**src/rtl/ea_gen_pkg.sv**
```systemverilog
// Package: shared widths, mode and size codes for the address generator.
// Assumes a 32-bit address space; mode codes above ABS_LONG are invalid.
package ea_gen_pkg;
    localparam int ADDR_W  = 32;
    localparam int EXT_W   = 16;
    localparam int MODE_W  = 4;
    localparam int SIZE_W  = 2;
    localparam int SHORT_W = 16;
    localparam int BRIEF_W = 8;

    typedef enum logic [MODE_W-1:0] {
        M_IND        = 4'd0,
        M_POSTINC    = 4'd1,
        M_PREDEC     = 4'd2,
        M_DISP       = 4'd3,
        M_BRIEF_IDX  = 4'd4,
        M_FULL_IDX   = 4'd5,
        M_PC_DISP    = 4'd6,
        M_PC_BRIEF   = 4'd7,
        M_PC_FULL    = 4'd8,
        M_ABS_SHORT  = 4'd9,
        M_ABS_LONG   = 4'd10
    } mode_e;

    localparam logic [SIZE_W-1:0] SZ_BYTE = 2'd0;
    localparam logic [SIZE_W-1:0] SZ_WORD = 2'd1;
endpackage

```
**src/rtl/ea_step.sv**
```systemverilog
// Step unit: converts the operand size code into the auto-modify step.
// Assumes code 3 is treated as a long operand.
module ea_step
    import ea_gen_pkg::*;
(
    input  logic [SIZE_W-1:0] op_size,
    output logic [ADDR_W-1:0] step
);
    // Select byte count from the size code.
    always_comb begin
        case (op_size)
            SZ_BYTE: step = ADDR_W'(1);
            SZ_WORD: step = ADDR_W'(2);
            default: step = ADDR_W'(4);
        endcase
    end
endmodule

```
**src/rtl/ea_index.sv**
```systemverilog
// Index unit: widens the index register (full or short sign-extended)
// and applies the 1/2/4/8 scale from the extension word.
// Assumes legacy mode pins the scale to one.
module ea_index
    import ea_gen_pkg::*;
(
    input  logic [ADDR_W-1:0] index_reg,
    input  logic              index_long,
    input  logic [1:0]        scale_code,
    input  logic              legacy_mode,
    output logic [ADDR_W-1:0] scaled_index
);
    logic [ADDR_W-1:0] widened;
    logic [1:0]        shamt;

    // Pick full register or sign-extended low half.
    always_comb begin
        if (index_long)
            widened = index_reg;
        else
            widened = {{(ADDR_W-SHORT_W){index_reg[SHORT_W-1]}}, index_reg[SHORT_W-1:0]};
    end

    // Apply the power-of-two scale, wrapping in the address width.
    always_comb begin
        shamt        = legacy_mode ? 2'd0 : scale_code;
        scaled_index = widened << shamt;
    end
endmodule

```
**src/rtl/ea_select.sv**
```systemverilog
// Mode selector: forms the effective address and write-back value for
// every supported mode from precomputed step and scaled index.
// Assumes null flags only matter in the full-index modes.
module ea_select
    import ea_gen_pkg::*;
(
    input  logic [MODE_W-1:0] mode,
    input  logic [ADDR_W-1:0] base_reg,
    input  logic [ADDR_W-1:0] inst_addr,
    input  logic [ADDR_W-1:0] step,
    input  logic [ADDR_W-1:0] scaled_index,
    input  logic [EXT_W-1:0]  ext_word,
    input  logic [ADDR_W-1:0] disp_val,
    input  logic              disp_long,
    input  logic              null_base,
    input  logic              null_index,
    input  logic              null_disp,
    output logic [ADDR_W-1:0] ea,
    output logic              wb_en,
    output logic [ADDR_W-1:0] wb_value,
    output logic              bad_mode
);
    logic [ADDR_W-1:0] pc_base;
    logic [ADDR_W-1:0] disp_short;
    logic [ADDR_W-1:0] disp_brief;
    logic [ADDR_W-1:0] disp_full;
    logic [ADDR_W-1:0] full_base_term;
    logic [ADDR_W-1:0] full_idx_term;
    logic [ADDR_W-1:0] full_disp_term;
    logic [ADDR_W-1:0] full_tail;
    logic              unused_ext;

    assign unused_ext = ^{ext_word[EXT_W-1:11], ext_word[8]};

    // Precompute the extended displacements and the PC-relative base.
    always_comb begin
        pc_base    = inst_addr + ADDR_W'(2);
        disp_short = {{(ADDR_W-SHORT_W){disp_val[SHORT_W-1]}}, disp_val[SHORT_W-1:0]};
        disp_brief = {{(ADDR_W-BRIEF_W){ext_word[BRIEF_W-1]}}, ext_word[BRIEF_W-1:0]};
        disp_full  = disp_long ? disp_val : disp_short;
    end

    // Mask the null components of the full-index form.
    always_comb begin
        full_idx_term  = null_index ? '0 : scaled_index;
        full_disp_term = null_disp  ? '0 : disp_full;
        full_tail      = full_idx_term + full_disp_term;
        if (null_base)
            full_base_term = '0;
        else if (mode == M_PC_FULL)
            full_base_term = pc_base;
        else
            full_base_term = base_reg;
    end

    // Mode multiplexer for address and write-back.
    always_comb begin
        ea       = '0;
        wb_en    = 1'b0;
        wb_value = '0;
        bad_mode = 1'b0;
        case (mode)
            M_IND:       ea = base_reg;
            M_POSTINC: begin
                ea       = base_reg;
                wb_en    = 1'b1;
                wb_value = base_reg + step;
            end
            M_PREDEC: begin
                ea       = base_reg - step;
                wb_en    = 1'b1;
                wb_value = base_reg - step;
            end
            M_DISP:      ea = base_reg + disp_short;
            M_BRIEF_IDX: ea = base_reg + scaled_index + disp_brief;
            M_FULL_IDX:  ea = full_base_term + full_tail;
            M_PC_DISP:   ea = pc_base + disp_short;
            M_PC_BRIEF:  ea = pc_base + scaled_index + disp_brief;
            M_PC_FULL:   ea = full_base_term + full_tail;
            M_ABS_SHORT: ea = disp_short;
            M_ABS_LONG:  ea = disp_val;
            default:     bad_mode = 1'b1;
        endcase
    end
endmodule

```
**src/rtl/ea_gen.sv**
```systemverilog
// Top: effective address generator with a single output register stage.
// Assumes inputs are stable for the request cycle; result follows one
// clock later. Alignment check applies only in legacy mode.
module ea_gen
    import ea_gen_pkg::*;
(
    input  logic                clk,
    input  logic                rst_n,
    input  logic                in_valid,
    input  logic [MODE_W-1:0]   mode,
    input  logic [SIZE_W-1:0]   op_size,
    input  logic                legacy_mode,
    input  logic [ADDR_W-1:0]   base_reg,
    input  logic [ADDR_W-1:0]   index_reg,
    input  logic                index_long,
    input  logic [EXT_W-1:0]    ext_word,
    input  logic [ADDR_W-1:0]   disp_val,
    input  logic                disp_long,
    input  logic                null_base,
    input  logic                null_index,
    input  logic                null_disp,
    input  logic [ADDR_W-1:0]   inst_addr,
    output logic                out_valid,
    output logic [ADDR_W-1:0]   eff_addr,
    output logic                wb_en,
    output logic [ADDR_W-1:0]   wb_value,
    output logic                misaligned,
    output logic                bad_mode
);
    logic [ADDR_W-1:0] step;
    logic [ADDR_W-1:0] scaled_index;
    logic [ADDR_W-1:0] sel_ea;
    logic              sel_wb_en;
    logic [ADDR_W-1:0] sel_wb_value;
    logic              sel_bad;
    logic              sel_misaligned;

    ea_step u_step (
        .op_size (op_size),
        .step    (step)
    );

    ea_index u_index (
        .index_reg    (index_reg),
        .index_long   (index_long),
        .scale_code   (ext_word[10:9]),
        .legacy_mode  (legacy_mode),
        .scaled_index (scaled_index)
    );

    ea_select u_select (
        .mode         (mode),
        .base_reg     (base_reg),
        .inst_addr    (inst_addr),
        .step         (step),
        .scaled_index (scaled_index),
        .ext_word     (ext_word),
        .disp_val     (disp_val),
        .disp_long    (disp_long),
        .null_base    (null_base),
        .null_index   (null_index),
        .null_disp    (null_disp),
        .ea           (sel_ea),
        .wb_en        (sel_wb_en),
        .wb_value     (sel_wb_value),
        .bad_mode     (sel_bad)
    );

    // Flag odd multi-byte legacy accesses on valid modes.
    always_comb begin
        sel_misaligned = legacy_mode && (op_size != SZ_BYTE) && sel_ea[0] && !sel_bad;
    end

    // Output register stage with synchronous active-low reset.
    always_ff @(posedge clk) begin
        if (!rst_n) begin
            out_valid  <= 1'b0;
            eff_addr   <= '0;
            wb_en      <= 1'b0;
            wb_value   <= '0;
            misaligned <= 1'b0;
            bad_mode   <= 1'b0;
        end else begin
            out_valid  <= in_valid;
            eff_addr   <= sel_ea;
            wb_en      <= sel_wb_en;
            wb_value   <= sel_wb_value;
            misaligned <= sel_misaligned;
            bad_mode   <= sel_bad;
        end
    end

    AST_INDIRECT_BASE: assert property (@(posedge clk) disable iff (!rst_n)
        (out_valid && $past(mode) == M_IND) |-> (eff_addr == $past(base_reg) && !wb_en));
    AST_POSTINC_BYTE: assert property (@(posedge clk) disable iff (!rst_n)
        (out_valid && $past(mode) == M_POSTINC && $past(op_size) == SZ_BYTE)
            |-> (wb_value == eff_addr + 32'd1));
    AST_PREDEC_SAME: assert property (@(posedge clk) disable iff (!rst_n)
        (out_valid && $past(mode) == M_PREDEC) |-> (wb_en && wb_value == eff_addr));
    AST_MISALIGN_COND: assert property (@(posedge clk) disable iff (!rst_n)
        misaligned |-> (eff_addr[0] && $past(legacy_mode) && $past(op_size) != SZ_BYTE));
    AST_BAD_MODE_ZERO: assert property (@(posedge clk) disable iff (!rst_n)
        bad_mode |-> (eff_addr == '0 && !wb_en && wb_value == '0 && !misaligned));
    AST_VALID_LATENCY: assert property (@(posedge clk) disable iff (!rst_n)
        $rose(out_valid) |-> $past(in_valid));
endmodule

```
**config.mk**
```make
export PLATFORM = sky130hd
export DESIGN_NAME = ea_gen
export DESIGN_NICKNAME = d
export VERILOG_FILES = /design/src/rtl/ea_gen_pkg.sv /design/src/rtl/ea_step.sv /design/src/rtl/ea_index.sv /design/src/rtl/ea_select.sv /design/src/rtl/ea_gen.sv
export SDC_FILE = /design/constraint.sdc
export NUM_CORES = 1
export LEC_CHECK = 0
export BUFFER_PORTS_ARGS = -buffer_cell sky130_fd_sc_hd__buf_4
export CORE_MARGIN = 1
export CORE_UTILIZATION = 40
export CTS_BUF_LIST = sky130_fd_sc_hd__clkbuf_8
export CTS_CLUSTER_DIAMETER = 30
export DETAILED_ROUTE_END_ITERATION = 10
export GPL_TIMING_DRIVEN = 1
export MAX_ROUTING_LAYER = met4
export PLACE_DENSITY = 0.57
export SYNTH_ARGS = -nofsm -noshare
export SYNTH_HDL_FRONTEND = slang
export SYNTH_SLANG_ARGS = --single-unit
```
**constraint.sdc**
```tcl
create_clock -name clk -period 5.3 [get_ports clk]
set_input_delay 1.06 -clock clk [delete_from_list [all_inputs] [get_ports clk]]
set_output_delay 1.06 -clock clk [all_outputs]
set_load 0.01 [all_outputs]
```
# --- After elaboration in Yosys (flattened, before gate mapping) ---
# Index checks and enable logic that the tools add are counted.
word_totals:
  register_bits: 68
  in_bits: 159
  out_inout_bits: 68
  wordCells: 51
classes:
  addsub: 11
  eq_ne: 11
  shift: 1
  muxes: 12
  n_reduce_logical: 10
ops:
  columns: ["operator", "count"]
  rows:
  - ["$pmux 32 s9", 1]
  - ["$add 32x32->32", 8]
  - ["$mux 32", 6]
  - ["$pmux 32 s2", 1]
  - ["$add 32x2->32 const B", 1]
  - ["$add 32x3->32", 1]
  - ["$shl 32x2->32", 1]
  - ["$sub 32x3->32", 1]
  - ["$eq 4x3->1 const B", 4]
  - ["$eq 4x4->1 const B", 3]
  - ["$reduce_or 11->1", 1]
  - ["$eq 4x2->1 const B", 2]
  - ["$pmux 3 s2", 1]
  - ["$reduce_or 2->1", 3]
  - ["$eq 4x1->1 const B", 1]
  - ["$logic_not 4->1", 1]
  - ["$logic_and 1x1->1", 3]
  - ["$eq 2x1->1 const B", 1]
  - ["$logic_not 2->1", 1]
  - ["$mux 1", 2]
  - ["$mux 2", 1]
  - ["$reduce_bool 2->1", 1]

# --- Depth between registers and ports, before layout ---
depth:
  ltp_word: 8
  ltp_mapped: 21

# --- Modules after synthesis ---
# From an unflattened synthesis, not the netlist that was laid out.
hier_totals:
  cells_unflattened: 2468
  hier_area_um2: 18423.9
modules_own_cells:
  columns: ["mod", "instances", "cells_per_inst", "area_per_inst_um2"]
  rows:
  - ["ea_select", 1, 2153, 15228.4]
  - ["ea_gen", 1, 144, 1864.3]
  - ["ea_index", 1, 138, 1096.1]
  - ["ea_step", 1, 33, 235.2]

# --- Least setup slack after synthesis ---
# No wires, ideal clock.
synth_timing:
  path_type: "input to register"
  startpoint: "input ext_word[9]"
  endpoint: "register eff_addr[29]"
  setup_time_ns: 0.074
  t_arrival_ns: 5.551
  t_required_ns: 5.226
  setup_slack_ns: -0.326
  cell_stages: 19
  path_buffers: 2
  cell_sequence: "nor2b_1 buf_1 clkbuf_1 mux2i_1 or3_1 fa_1 inv_1 ha_1 fa_1 a211oi_1 nor4_1 o21ai_0 nand2_1 a211oi_1 o21bai_1 a31oi_1 xnor2_1 nand2_1 a31oi_1"
synth_via:
  elab_chain_cells: 6
  word_cells_on_any_way: 10
synth_lines:
  columns: ["item", "line", "rtl"]
  rows:
  - ["start: declaration", "ea_gen.sv:16", "input logic [EXT_W-1:0] ext_word,"]
  - ["$mux 2 *", "ea_index.sv:26", "shamt = legacy_mode ? 2'd0 : scale_code;"]
  - ["$shl 32x2->32 *", "ea_index.sv:27", "scaled_index = widened << shamt;"]
  - ["$mux 32", "ea_select.sv:45", "full_idx_term = null_index ? '0 : scaled_index;"]
  - ["$add 32x32->32", "ea_select.sv:47", "full_tail = full_idx_term + full_disp_term;"]
  - ["$add 32x32->32", "ea_select.sv:76, ea_select.sv:79", null]
  - ["$pmux 32 s9 *", "ea_select.sv:62", "case (mode)"]
  - ["end signal: assignment", "ea_gen.sv:85", "eff_addr <= sel_ea;"]
  - ["end: declaration", "ea_gen.sv:24", "output logic [ADDR_W-1:0] eff_addr,"]
# Mark *: on every way between the ends. The rest lies on a longest branch, timed or not.
# A chain may end at the register's enable or synchronous reset.

# --- Worst setup path after layout ---
layout_timing:
  startpoint: "input legacy_mode"
  endpoint: "register eff_addr[19]"
layout_via:
  elab_chain_cells: 6
  word_cells_on_any_way: 10
layout_lines:
  columns: ["item", "line", "rtl"]
  rows:
  - ["start: declaration", "ea_gen.sv:12", "input logic legacy_mode,"]
  - ["$mux 2 *", "ea_index.sv:26", null]
  - ["$shl 32x2->32 *", "ea_index.sv:27", null]
  - ["$mux 32", "ea_select.sv:45", null]
  - ["$add 32x32->32", "ea_select.sv:47", null]
  - ["$add 32x32->32", "ea_select.sv:76, ea_select.sv:79", null]
  - ["$pmux 32 s9 *", "ea_select.sv:62", null]
# Marks and branches as above.

==> impl_metrics.yaml <==
final_layout:
  seq_area_um2: 1360
  drive_gt1_frac: 0.258
  stdcell_count: 3247
  n_antenna_cell: 0
  area_growth_pct: 31.2
  final_nets: 3104
  multi_input_area_um2: 13700
  fin_area_um2: 21200
  nFillCells: 4011
critical_path:
  critPathTopFamily: "compound AO/OA/AOI/OAI gates"
  cp_num_buf_inv: 6
  cp-startpoint: "legacy_mode"
  required_ns: 5.58
  slowest_stage: "fa_1"
  cpMostUsedCell: "buf_4"
  cpPeakStageDelay_ns: 0.45
  critPathMaxFanout: 5
  cp_data_arrival_time_ns: 5.48
  path_class: "input pin to flop"
  cp-start-kind: "input pin"
  cp-end-kind: "flop"
  path_cells: "buf_4, buf_4, nor2b_4, buf_4, mux2i_1, mux2i_1, buf_4, buf_4, fa_1, ha_1, a21oi_2, o221ai_2, a311o_2, nor3b_4, o41ai_4, o21a_2, xnor2_1, a221oi_1, buf_4, a31oi_1"
route:
  viasPerCell: 5.68
  ant_nets: 0
  post_drt_wl_per_cell_um: 21.4
  dr.pass1.iters: 6
  dr_total_vias: 18400
  wl_um: 69400
  drt_iter0_drc: 1642
  drcViolationCount: 0
clock_network:
  cts_tree: "built"
  cts_buffers: 9
  cts_root_buf: "clkbuf_8"
  cts_sinks: 68
  cts_max_level: 3
  clockBufferDepth: 2
  clkSlewWorstSetupHoldPaths_ns: 0.10
global_route:
  grt.overflow.total: 0
  grt_pass1_wl_um: 104000
  grt_max_degree: 33
  antenna_found_initial: 0
  grt_pass1_vias: 17500
  groute.usage.overall: 0.345
sta:
  hold_violations: 0
  whs_ns: 0.856
  timing.final.ws_setup_ns: 0.101
  finalSetupTns_ns: 0
  rsz0062_at_grt: "true"
  clock.fmax_ghz: 0.192
  finalCriticalPeriod_ns: 5.20
  slew_headroom: 0.290
  setup_viol: 0
  fin_crit_sh: 0.981
  worstMarginPinSlew_ns: 1.06
  drv_slew: 0
floorplan:
  core_um2: 39800
  start_util: 0.406
  io_pins: 227
  die-area_um2: 41200
  rows: 73
  die_h_um: 203
  die_w_um: 203
flow_run:
  drv_cap: 0
yosys:
  yosys_warnings: 0
  yosysTopAreaCellShare: 0.123
  async_flop_share: 0
  yosysMostFrequentCell: "nand2_1"
  syn_area_per_cell_um2: 7.25
  synth_nets: 2618
  synth_common_cells: "nand2_1 (273), inv_1 (198), a21oi_1 (167)"
  ys_seq_elements: 68
  syn_inst: 2231
  synth_cell_types: 97
  ys_seq_area_frac: 0.0842
  synth_area_um2: 16200
  yosys-top-cells-area: "fa_1 (12%), ha_1 (10%), dfxtp_1 (8.4%)"
  synth_edf_count: 0
  synth_top_area_cell: "fa_1"
  synth_flop_cell: "dfxtp_1"
power:
  cellLeakagePower_nw: 10.1
  ir_worst_vdd_mv: 0.0987
  power.density_nw_per_um2: 226
min_path:
  hold_path_startpoint: "in_valid"
  whs_path_depth: 2
  hold_class: "input pin to flop"
  min_to: "out_valid"
placed_design:
  gp_congestion: 1.03
  dp_hpwl_um: 59100
  preCtsSetupSlack_ns: -0.379
  dp_cells: 3229
  port_buffers: 220
  placed_cell_area_um2: 20800
run_status:
  outcome: "finished, final reports clean"
-- flip-flops by register name (all words and copies together), names as in the netlist --
register / flops
wb_en: 1
wb_value: 32
misaligned: 1
eff_addr: 32
out_valid: 1
bad_mode: 1
-- area by class of cell --
cell class / count / share of cell area
timing repair buffer: 603 / 0.215
inverter: 199 / 0.0352
multi-input combinational: 1836 / 0.646
clock inverter: 5 / 0.00165
clock buffer: 11 / 0.00713
tap: 525 / 0.0310
sequential: 68 / 0.0642
-- how the worst max path moves through the flow --
stage / endpoint / slack, ns / cells past startpoint
2_1_floorplan: eff_addr[25] / 0.008 / 18
5_1_grt: eff_addr[25] / -0.05 / 21
3_3_place_gp: eff_addr[21] / -0.33 / 21
6_report: eff_addr[19] / 0.10 / 20
4_1_cts: eff_addr[21] / 0.06 / 21
3_5_place_dp: eff_addr[21] / -0.38 / 21
-- metrics by stage --
step / util / total power (W)
2_1_floorplan: - / 0.00265
3_3_place_gp: 0.523 / 0.00419
3_5_place_dp: 0.523 / 0.00422
4_1_cts: 0.528 / 0.00470
5_1_grt: 0.533 / 0.00516
6_report: 0.533 / 0.00480
-- cell usage in the layout (no fill, tap or decap), types with 29 or more instances in the layout --
cell type | netlist | final
nor3_1 | 34 | 29
a221oi_1 | 46 | 45
nand4_1 | 31 | 31
o21ai_0 | 118 | 115
inv_1 | 198 | 198
a21o_1 | 64 | 64
xnor2_1 | 98 | 95
a31oi_1 | 40 | 37
a211o_1 | 30 | 29
nand2b_1 | 80 | 80
fa_1 | 99 | 98
dfxtp_1 | 68 | 68
a21oi_1 | 167 | 162
xor2_1 | 81 | 78
mux2i_1 | 36 | 34
nand3_1 | 57 | 57
nor2_1 | 155 | 151
nand2_1 | 273 | 271
buf_4 | 6 | 599
ha_1 | 129 | 129
-- logic make-up (layout without fill, tap and decap cells) --
kind of cell | Yosys count | in the layout | synth area share
multiplexers | 38 | 38 | 0.0239
flip-flops | 68 | 68 | 0.0842
buffers and inverters | 327 | 818 | 0.0815
adder cells (fa/ha/maj) | 228 | 228 | 0.222
XOR/XNOR | 179 | 179 | 0.0970
AND/OR/NAND/NOR | 747 | 747 | 0.225
AO/OA/AOI/OAI | 644 | 644 | 0.266
-- where the power goes --
part | total, W | internal (W) | switching [W]
Clock | 0.000462 | 0.000196 | 0.000266
Combinational | 0.00378 | 0.00171 | 0.00207
Sequential | 0.000557 | 0.000544 | 0.0000130
-- timing repair --
| item | CTS | global route |
|---|---|---|
| buffers inserted | 0 | 2 |
| endpoints found under the setup margin | 0 | 17 |
| hold buffers | 0 | 0 |
| resized for setup | 0 | 42 |
-- per-layer routing --
layer | GRT usage | vias to the layer above | wire (um)
li1 | - | 8826 | -
met1 | 0.500 | 8750 | 32700
met5 | - | - | 0
met2 | 0.495 | 794 | 28800
met4 | 0.0744 | 0 | 1410
met3 | 0.0554 | 75 | 6500
Power figures use the tool's default switching activity.
